[src/rtl/irqc_pkg.sv]
package irqc_pkg;
  localparam int SRC_COUNT = 11;

  typedef enum logic [1:0] {
    SEL_ENABLE = 2'd0,
    SEL_RAW    = 2'd1,
    SEL_ACTIVE = 2'd2,
    SEL_ACK    = 2'd3
  } reg_sel_e;

  // Bits whose raw status follows the input level rather than latching.
  localparam logic [SRC_COUNT-1:0] LEVEL_SEL_DEFAULT = 11'b000_0111_0000;
endpackage

[src/rtl/irqc_raw_status.sv]
module irqc_raw_status #(
  parameter int                N_SRC     = 11,
  parameter logic [N_SRC-1:0]  LEVEL_SEL = 11'b000_0111_0000
) (
  input  logic             clk,
  input  logic             rst_n,
  input  logic [N_SRC-1:0] src_i,
  input  logic [N_SRC-1:0] ack_bits,
  output logic [N_SRC-1:0] raw_o,
  output logic [N_SRC-1:0] set_evt
);
  function automatic logic sticky_next(input logic q, input logic set, input logic clr);
    return set | (q & ~clr);
  endfunction

  for (genvar i = 0; i < N_SRC; i++) begin : g_bit
    if (LEVEL_SEL[i]) begin : g_level
      assign set_evt[i] = 1'b0;
      assign raw_o[i]   = src_i[i];
    end else begin : g_sticky
      logic q;
      assign set_evt[i] = src_i[i];
      always_ff @(posedge clk or negedge rst_n) begin
        if (!rst_n) q <= 1'b0;
        else        q <= sticky_next(q, set_evt[i], ack_bits[i]);
      end
      assign raw_o[i] = q;
    end
  end
endmodule

[src/rtl/irqc_regs.sv]
module irqc_regs
  import irqc_pkg::*;
#(
  parameter int N_SRC  = 11,
  parameter int DATA_W = 32
) (
  input  logic              clk,
  input  logic              rst_n,
  input  logic              wr_en,
  input  logic [1:0]        addr,
  input  logic [DATA_W-1:0] wr_data,
  input  logic [N_SRC-1:0]  raw_i,
  output logic [N_SRC-1:0]  mask_o,
  output logic [N_SRC-1:0]  active_o,
  output logic [N_SRC-1:0]  ack_bits,
  output logic [DATA_W-1:0] rd_data
);
  localparam int PAD_W = DATA_W - N_SRC;

  function automatic logic [N_SRC-1:0] gate_status(input logic [N_SRC-1:0] raw,
                                                   input logic [N_SRC-1:0] en);
    return raw & en;
  endfunction

  function automatic logic [DATA_W-1:0] widen(input logic [N_SRC-1:0] v);
    return {{PAD_W{1'b0}}, v};
  endfunction

  logic [N_SRC-1:0] mask_q;
  logic             mask_we;
  reg_sel_e         sel;

  assign sel      = reg_sel_e'(addr);
  assign mask_we  = wr_en && (sel == SEL_ENABLE);
  assign ack_bits = (wr_en && (sel == SEL_ACK)) ? wr_data[N_SRC-1:0] : '0;

  always_ff @(posedge clk or negedge rst_n) begin
    if (!rst_n)       mask_q <= '0;
    else if (mask_we) mask_q <= wr_data[N_SRC-1:0];
  end

  assign mask_o   = mask_q;
  assign active_o = gate_status(raw_i, mask_q);

  always_comb begin
    case (sel)
      SEL_ENABLE: rd_data = widen(mask_q);
      SEL_RAW:    rd_data = widen(raw_i);
      SEL_ACTIVE: rd_data = widen(active_o);
      default:    rd_data = '0;
    endcase
  end
endmodule

[src/rtl/irq_status_ctrl.sv]
module irq_status_ctrl
  import irqc_pkg::*;
#(
  parameter int                N_SRC     = SRC_COUNT,
  parameter int                DATA_W    = 32,
  parameter logic [N_SRC-1:0]  LEVEL_SEL = LEVEL_SEL_DEFAULT
) (
  input  logic              clk,
  input  logic              rst_n,
  input  logic [N_SRC-1:0]  src_i,
  input  logic              wr_en,
  input  logic [1:0]        addr,
  input  logic [DATA_W-1:0] wr_data,
  output logic [DATA_W-1:0] rd_data,
  output logic              irq_o
);
  logic [N_SRC-1:0] raw_w;
  logic [N_SRC-1:0] mask_w;
  logic [N_SRC-1:0] active_w;
  logic [N_SRC-1:0] ack_w;
  logic [N_SRC-1:0] set_w;

  irqc_raw_status #(.N_SRC(N_SRC), .LEVEL_SEL(LEVEL_SEL)) u_raw (
    .clk      (clk),
    .rst_n    (rst_n),
    .src_i    (src_i),
    .ack_bits (ack_w),
    .raw_o    (raw_w),
    .set_evt  (set_w)
  );

  irqc_regs #(.N_SRC(N_SRC), .DATA_W(DATA_W)) u_regs (
    .clk      (clk),
    .rst_n    (rst_n),
    .wr_en    (wr_en),
    .addr     (addr),
    .wr_data  (wr_data),
    .raw_i    (raw_w),
    .mask_o   (mask_w),
    .active_o (active_w),
    .ack_bits (ack_w),
    .rd_data  (rd_data)
  );

  assign irq_o = |active_w;
endmodule

[config.mk]
export PLATFORM = sky130hd
export DESIGN_NAME = irq_status_ctrl
export DESIGN_NICKNAME = d
export VERILOG_FILES = /design/src/rtl/irqc_pkg.sv /design/src/rtl/irqc_raw_status.sv /design/src/rtl/irqc_regs.sv /design/src/rtl/irq_status_ctrl.sv
export SDC_FILE = /design/constraint.sdc
export NUM_CORES = 1
export LEC_CHECK = 0
export ABC_AREA = 1
export BUFFER_PORTS_ARGS = -buffer_cell sky130_fd_sc_hd__buf_2
export CAP_MARGIN = 15
export CORE_MARGIN = 8
export CORE_UTILIZATION = 41
export CTS_BUF_LIST = sky130_fd_sc_hd__clkbuf_8
export DETAILED_ROUTE_END_ITERATION = 10
export GPL_TIMING_DRIVEN = 0
export PLACE_DENSITY = 0.78
export REMOVE_ABC_BUFFERS = 1
export SETUP_SLACK_MARGIN = 0.05
export SLEW_MARGIN = 40
export SYNTH_ARGS = -nofsm -noshare
export SYNTH_HDL_FRONTEND = slang
export SYNTH_HIERARCHICAL = 1
export SYNTH_SLANG_ARGS = --single-unit
[constraint.sdc]
create_clock -name clk -period 1.4 [get_ports clk]
set_clock_uncertainty 0.1 [all_clocks]
set_input_delay 0.28 -clock clk [delete_from_list [all_inputs] [get_ports clk]]
set_output_delay 0.28 -clock clk [all_outputs]
set_load 0.05 [all_outputs]
==> flow_metrics.env, run 1 <==
export IMPL_netlist_area_um2=1510
export IMPL_routedWlPerCell_um=10.7
export IMPL_cp_arrival_ps=1250
export IMPL_grt_usage_pct=12.0
export IMPL_cp_start_kind="register"
export IMPL_p_sw_share_pct=39.8
export IMPL_fp_coreArea_um2=3610
export IMPL_die_height_um=76.6
export IMPL_grt_pass1_wl_mm=5.89
export IMPL_cts_tree="done"
export IMPL_insertion_delay_ps=250
export IMPL_drive_gt1_share_pct=29.5
export IMPL_rsz0062_at_grt="yes"
export IMPL_clock_fmax_mhz=614
export IMPL_worstSetupEndpointType="output port"
export IMPL_ant_nets=0
export IMPL_p_seq_share_pct=35.0
export IMPL_power_switching_uw=737
export IMPL_port_buffers=38
export IMPL_r2r_slack_ps=340
export IMPL_hold_viol=0
export IMPL_maxCapViolations=0
export IMPL_dpl_instance_area_um2=1530
export IMPL_vias=1396
export IMPL_cp_max_fo=2
export IMPL_critPathRequiredTime_ps=1020
export IMPL_power_density_nw_per_um2=943
export IMPL_status="finished, violations left"
export IMPL_finalInstanceArea_um2=1960
export IMPL_setup_viol=10
export IMPL_power_leakage_uw=0.00133
export IMPL_cts_buffers=3
export IMPL_crit_type="register to output port"
export IMPL_hold_path_class="input port to register"
export IMPL_period_needed_ps=1630
export IMPL_setup_slack_ps=-228
export IMPL_peakVddDrop_uv=415
export IMPL_tightest_slew_ps=512
export IMPL_htreeDepth=1
export IMPL_antenna_cells=0
export IMPL_grt_max_degree=20
export IMPL_wl_mm=3.70
export IMPL_p_comb_share_pct=44.6
export IMPL_grt_overflow_total=0
export IMPL_violations="negative setup slack"
export IMPL_ios=81
export IMPL_syn_to_final_growth_pct=30.1
export IMPL_grt_pass1_vias=1378
export IMPL_die_area_um2=5870
export IMPL_final_nets=347
export IMPL_drtIter0Drc=57
export IMPL_fin_util_pct=54.3
export IMPL_drc=0
export IMPL_slew_limit_headroom_pct=65.8
export IMPL_cts_buffer_depth=2
export IMPL_dr_pass1_iters=4
export IMPL_p_clk_share_pct=20.5
export IMPL_synth_warnings=6
export IMPL_start_util_pct=41.8
export IMPL_viasPerCell=4.03
export IMPL_fp_dieW_um=76.6
export IMPL_slew_violations=0
export IMPL_min_period_over_period_pct=116
export IMPL_avgSynthCellArea_um2=6.12
export IMPL_fin_tns_setup_ps=-1210
export IMPL_routabilityCongestion=0.756
export IMPL_antenna_found_initial=0
export IMPL_p_int_uw=1110
export IMPL_clk_pin_slew_ps=70
export IMPL_cts_sinks=19
export IMPL_dp_hpwl_mm=2.38
export IMPL_cts_root_buf="clkbuf_8"
export IMPL_syn_inst=246
export IMPL_row_count=22
## metal layers
layer | track usage, % | vias to the layer above | share of wire [%]
met1 | 12.6 | 602 | 40
met5 | 0 | - | 0
met3 | 5.42 | 6 | 8.3
met4 | 4.81 | 0 | 1.7
met2 | 20.3 | 51 | 50
li1 | - | 737 | -
## path summary, 6_finish.rpt
path | cells after the start | startpoint | to
max | 7 | u_raw/g_bit[3].g_sticky.q | rd_data[3]
min | 3 | src_i[3] | u_raw/g_bit[3].g_sticky.q
min reg2reg | 2 | u_regs/mask_o[8] | u_regs/mask_o[8]
max reg2reg | 5 | u_regs/mask_o[6] | u_regs/mask_o[6]
min in group asynchronous | 2 | rst_n | u_raw/g_bit[10].g_sticky.q
max in group asynchronous | 2 | rst_n | u_regs/mask_o[4]
## placed cells by master (no fill, tap or decap)
| master | count |
|---|---|
| nand2_2 | 7 |
| dlygate4sd3_1 | 1 |
| clkbuf_8 | 3 |
| buf_2 | 25 |
| dfrtp_1 | 19 |
| and2_0 | 1 |
| inv_8 | 1 |
| nor2_2 | 1 |
| nand2_1 | 90 |
| buf_4 | 19 |
| nand2_8 | 1 |
| buf_6 | 21 |
| nor2_1 | 14 |
| nand2_4 | 1 |
| nand3_1 | 12 |
| conb_1 | 21 |
| inv_1 | 52 |
| buf_8 | 1 |
| inv_2 | 8 |
## state kept, by name, indices dropped and copies added, names as in the netlist
register                cells
u_regs/mask_o              11
u_raw/g_bit.g_sticky.q      8
## area by class of cell
| class | count | area, µm² |
|---|---|---|
| clock inverter | 1 | 3.75 |
| tap | 48 | 60.1 |
| sequential | 19 | 475 |
| multi-input combinational | 148 | 617 |
| clock buffer | 3 | 41.3 |
| timing repair buffer | 67 | 529 |
| fill | 371 | 1650 |
| inverter | 60 | 233 |
## what timing repair did
action	in CTS	in global routing
endpoints found under the setup margin	12	23
pin swaps	14	17
setup buffers	15	13
hold endpoints to repair	19	0
hold buffers	1	0
resized for setup	31	31
## power by group through the flow
| stage | clock network [µW] | logic (µW) | registers, µW |
|---|---|---|---|
| 4_1_cts | 389 | 737 | 642 |
| 2_1_floorplan | 0 | 458 | 652 |
| 3_5_place_dp | 0 | 588 | 661 |
| 6_report | 378 | 824 | 646 |
| 5_1_grt | 415 | 893 | 652 |
| 3_3_place_gp | 0 | 579 | 659 |
## critical path, cell delays in order, from the launching register on
cell     delay, ps
dfrtp_1        390
buf_4          140
buf_4          130
inv_1           50
nand2_1         50
nand2_1         60
inv_1           40
buf_6          140
## metrics by stage
stage / hold WS, ps / total power (µW) / worst slack [ps] / std cells
after floorplan: -116 / 1110 / 58.3 / 227
after global placement: 139 / 1240 / -210 / 313
after detailed placement: 143 / 1250 / -241 / 313
after CTS: 96.5 / 1770 / -208 / 333
after global routing: 98.1 / 1960 / -302 / 346
final: 99.8 / 1850 / -228 / 346
No activity file was read; power rests on OpenSTA's default activity.
==> run 2, diff against run 1 <==
--- a/config.mk
+++ b/config.mk
@@ -10,7 +10,6 @@
 export CAP_MARGIN = 15
 export CORE_MARGIN = 8
 export CORE_UTILIZATION = 41
-export CTS_BUF_LIST = sky130_fd_sc_hd__clkbuf_8
 export DETAILED_ROUTE_END_ITERATION = 10
 export GPL_TIMING_DRIVEN = 0
 export PLACE_DENSITY = 0.78
@@ -21,3 +20,4 @@
 export SYNTH_HDL_FRONTEND = slang
 export SYNTH_HIERARCHICAL = 1
 export SYNTH_SLANG_ARGS = --single-unit
+export TNS_END_PERCENT = 100
==> flow_metrics.env, run 2 (synthesis gave the netlist of run 1 again) <==
export IMPL_fin_tns_setup_ps=-1200
export IMPL_power_density_nw_per_um2=947
export IMPL_syn_to_final_growth_pct=30.1
export IMPL_hold_path_class="input port to register"
export IMPL_multi_input_area_um2=617
export IMPL_ios=81
export IMPL_cts_sinks=19
export IMPL_hold_viol=0
export IMPL_critPathRequiredTime_ps=1020
export IMPL_cp_max_fo=2
export IMPL_die_height_um=76.6
export IMPL_peakVddDrop_uv=429
export IMPL_clk_pin_slew_ps=70
export IMPL_finalInstanceArea_um2=1960
export IMPL_critPathBufInv=5
export IMPL_port_buffers=38
export IMPL_routabilityCongestion=0.756
export IMPL_final_common_cell="nand2_1"
export IMPL_drive_gt1_share_pct=29.5
export IMPL_wl_mm=3.70
export IMPL_violations="negative setup slack"
export IMPL_fp_coreArea_um2=3610
export IMPL_slew_violations=0
export IMPL_setup_slack_ps=-228
export IMPL_rsz0062_at_grt="yes"
export IMPL_status="finished, violations left"
export IMPL_dp_hpwl_mm=2.38
export IMPL_cts_buffers=3
export IMPL_whs_ps=99.9
export IMPL_insertion_delay_ps=250
export IMPL_grt_pass1_wl_mm=5.92
export IMPL_cp_top_family="buffers and inverters"
export IMPL_dp_slack_ps=-241
export IMPL_cp_arrival_ps=1250
export IMPL_maxCapViolations=0
export IMPL_grt_pass1_vias=1381
export IMPL_row_count=22
export IMPL_seqCellArea_um2=475
export IMPL_cts_root_buf="clkbuf_8"
export IMPL_crit_chain="buf_4 -> buf_4 -> inv_1 -> nand2_1 -> nand2_1 -> inv_1 -> buf_6"
export IMPL_grt_max_degree=20
export IMPL_final_nets=347
export IMPL_dr_pass1_iters=4
export IMPL_slowest_delay_ps=390
export IMPL_power_uw=1860
export IMPL_worstSetupEndpointType="output port"
export IMPL_tightest_slew_ps=512
export IMPL_vias=1397
export IMPL_crit_slowest_cell="dfrtp_1"
export IMPL_drc=0
export IMPL_cts_buffer_depth=2
export IMPL_setup_viol=10
export IMPL_clock_fmax_mhz=614
export IMPL_cp_start_kind="register"
export IMPL_start_util_pct=41.8
export IMPL_power_leakage_uw=0.00132
export IMPL_grt_overflow_total=0
export IMPL_htreeDepth=1
export IMPL_largest_register_ffs=11
export IMPL_drtIter0Drc=57
export IMPL_ant_nets=0
export IMPL_dpl_instance_area_um2=1530
export IMPL_grt_usage_pct=12.0
export IMPL_die_area_um2=5870
export IMPL_period_needed_ps=1630
export IMPL_viasPerCell=4.04
export IMPL_num_fill_cells=371
export IMPL_min_period_over_period_pct=116
export IMPL_routedWlPerCell_um=10.7
export IMPL_layout_common_cells="90 x nand2_1, 51 x inv_1, 25 x buf_2"
export IMPL_fp_dieW_um=76.6
export IMPL_slew_limit_headroom_pct=65.8
export IMPL_antenna_cells=0
export IMPL_cts_tree="done"
export IMPL_antenna_found_initial=0
export IMPL_crit_type="register to output port"
-- run 2: cell types whose count changed in the layout (fill, tap and decap cells not counted), sizes merged --
| cell | change |
|---|---|
| inv | -1 |
| clkbuf | +1 |
-- run 2: worst paths after layout --
| kind | start | to | slack [ps] | cells past startpoint |
|---|---|---|---|---|
| worst max register to register | u_regs/mask_o[6] | u_regs/mask_o[6] | 340 | 5 |
| min in group asynchronous | rst_n | u_raw/g_bit[10].g_sticky.q | 400 | 2 |
| worst min-delay path | src_i[3] | u_raw/g_bit[3].g_sticky.q | 100 | 3 |
| worst min register to register | u_regs/mask_o[8] | u_regs/mask_o[8] | 400 | 2 |
| max in group asynchronous | rst_n | u_regs/mask_o[4] | 500 | 2 |
| worst max-delay path | u_raw/g_bit[3].g_sticky.q | rd_data[3] | -230 | 7 |
-- run 2: worst min-delay path: stages --
cell,delay (ps)
buf_2,70
inv_1,30
nand2_1,50
-- run 2: per-layer routing --
metal  up-vias  wire, µm  global-route usage (%)
met5         -         0                       0
met4         0        63                    4.81
met3         6       309                    5.42
met2        51      1840                    20.3
met1       603      1480                    12.7
li1        737         -                       -
-- run 2: where the power goes --
group	internal, µW	switching, µW	total [µW]
Combinational	310	515	824
Sequential	607	38.7	646
Clock	202	182	385
Total	1120	736	1860
-- run 2: metrics by stage --
| stage | utilization [%] | std cells |
|---|---|---|
| finish | 54.3 | 346 |
| global route | 54.3 | 346 |
| CTS | 49.9 | 333 |
| detailed placement | 42.4 | 313 |
| global placement | 42.4 | 313 |
| floorplan | - | 227 |
-- run 2: what timing repair did --
action / CTS / global route
hold endpoints to repair: 19 / 0
cloned: 0 / 0
buffers inserted: 15 / 13
hold buffers: 1 / 0
pin swaps: 15 / 17
gates resized for setup: 33 / 29
endpoints found under the setup margin: 12 / 23
-- run 2: final cells by class --
cell class | count | area share [%]
sequential | 19 | 24.3
multi-input combinational | 148 | 31.5
timing repair buffer | 67 | 27.0
clock buffer | 4 | 2.30
tap | 48 | 3.07
inverter | 60 | 11.9
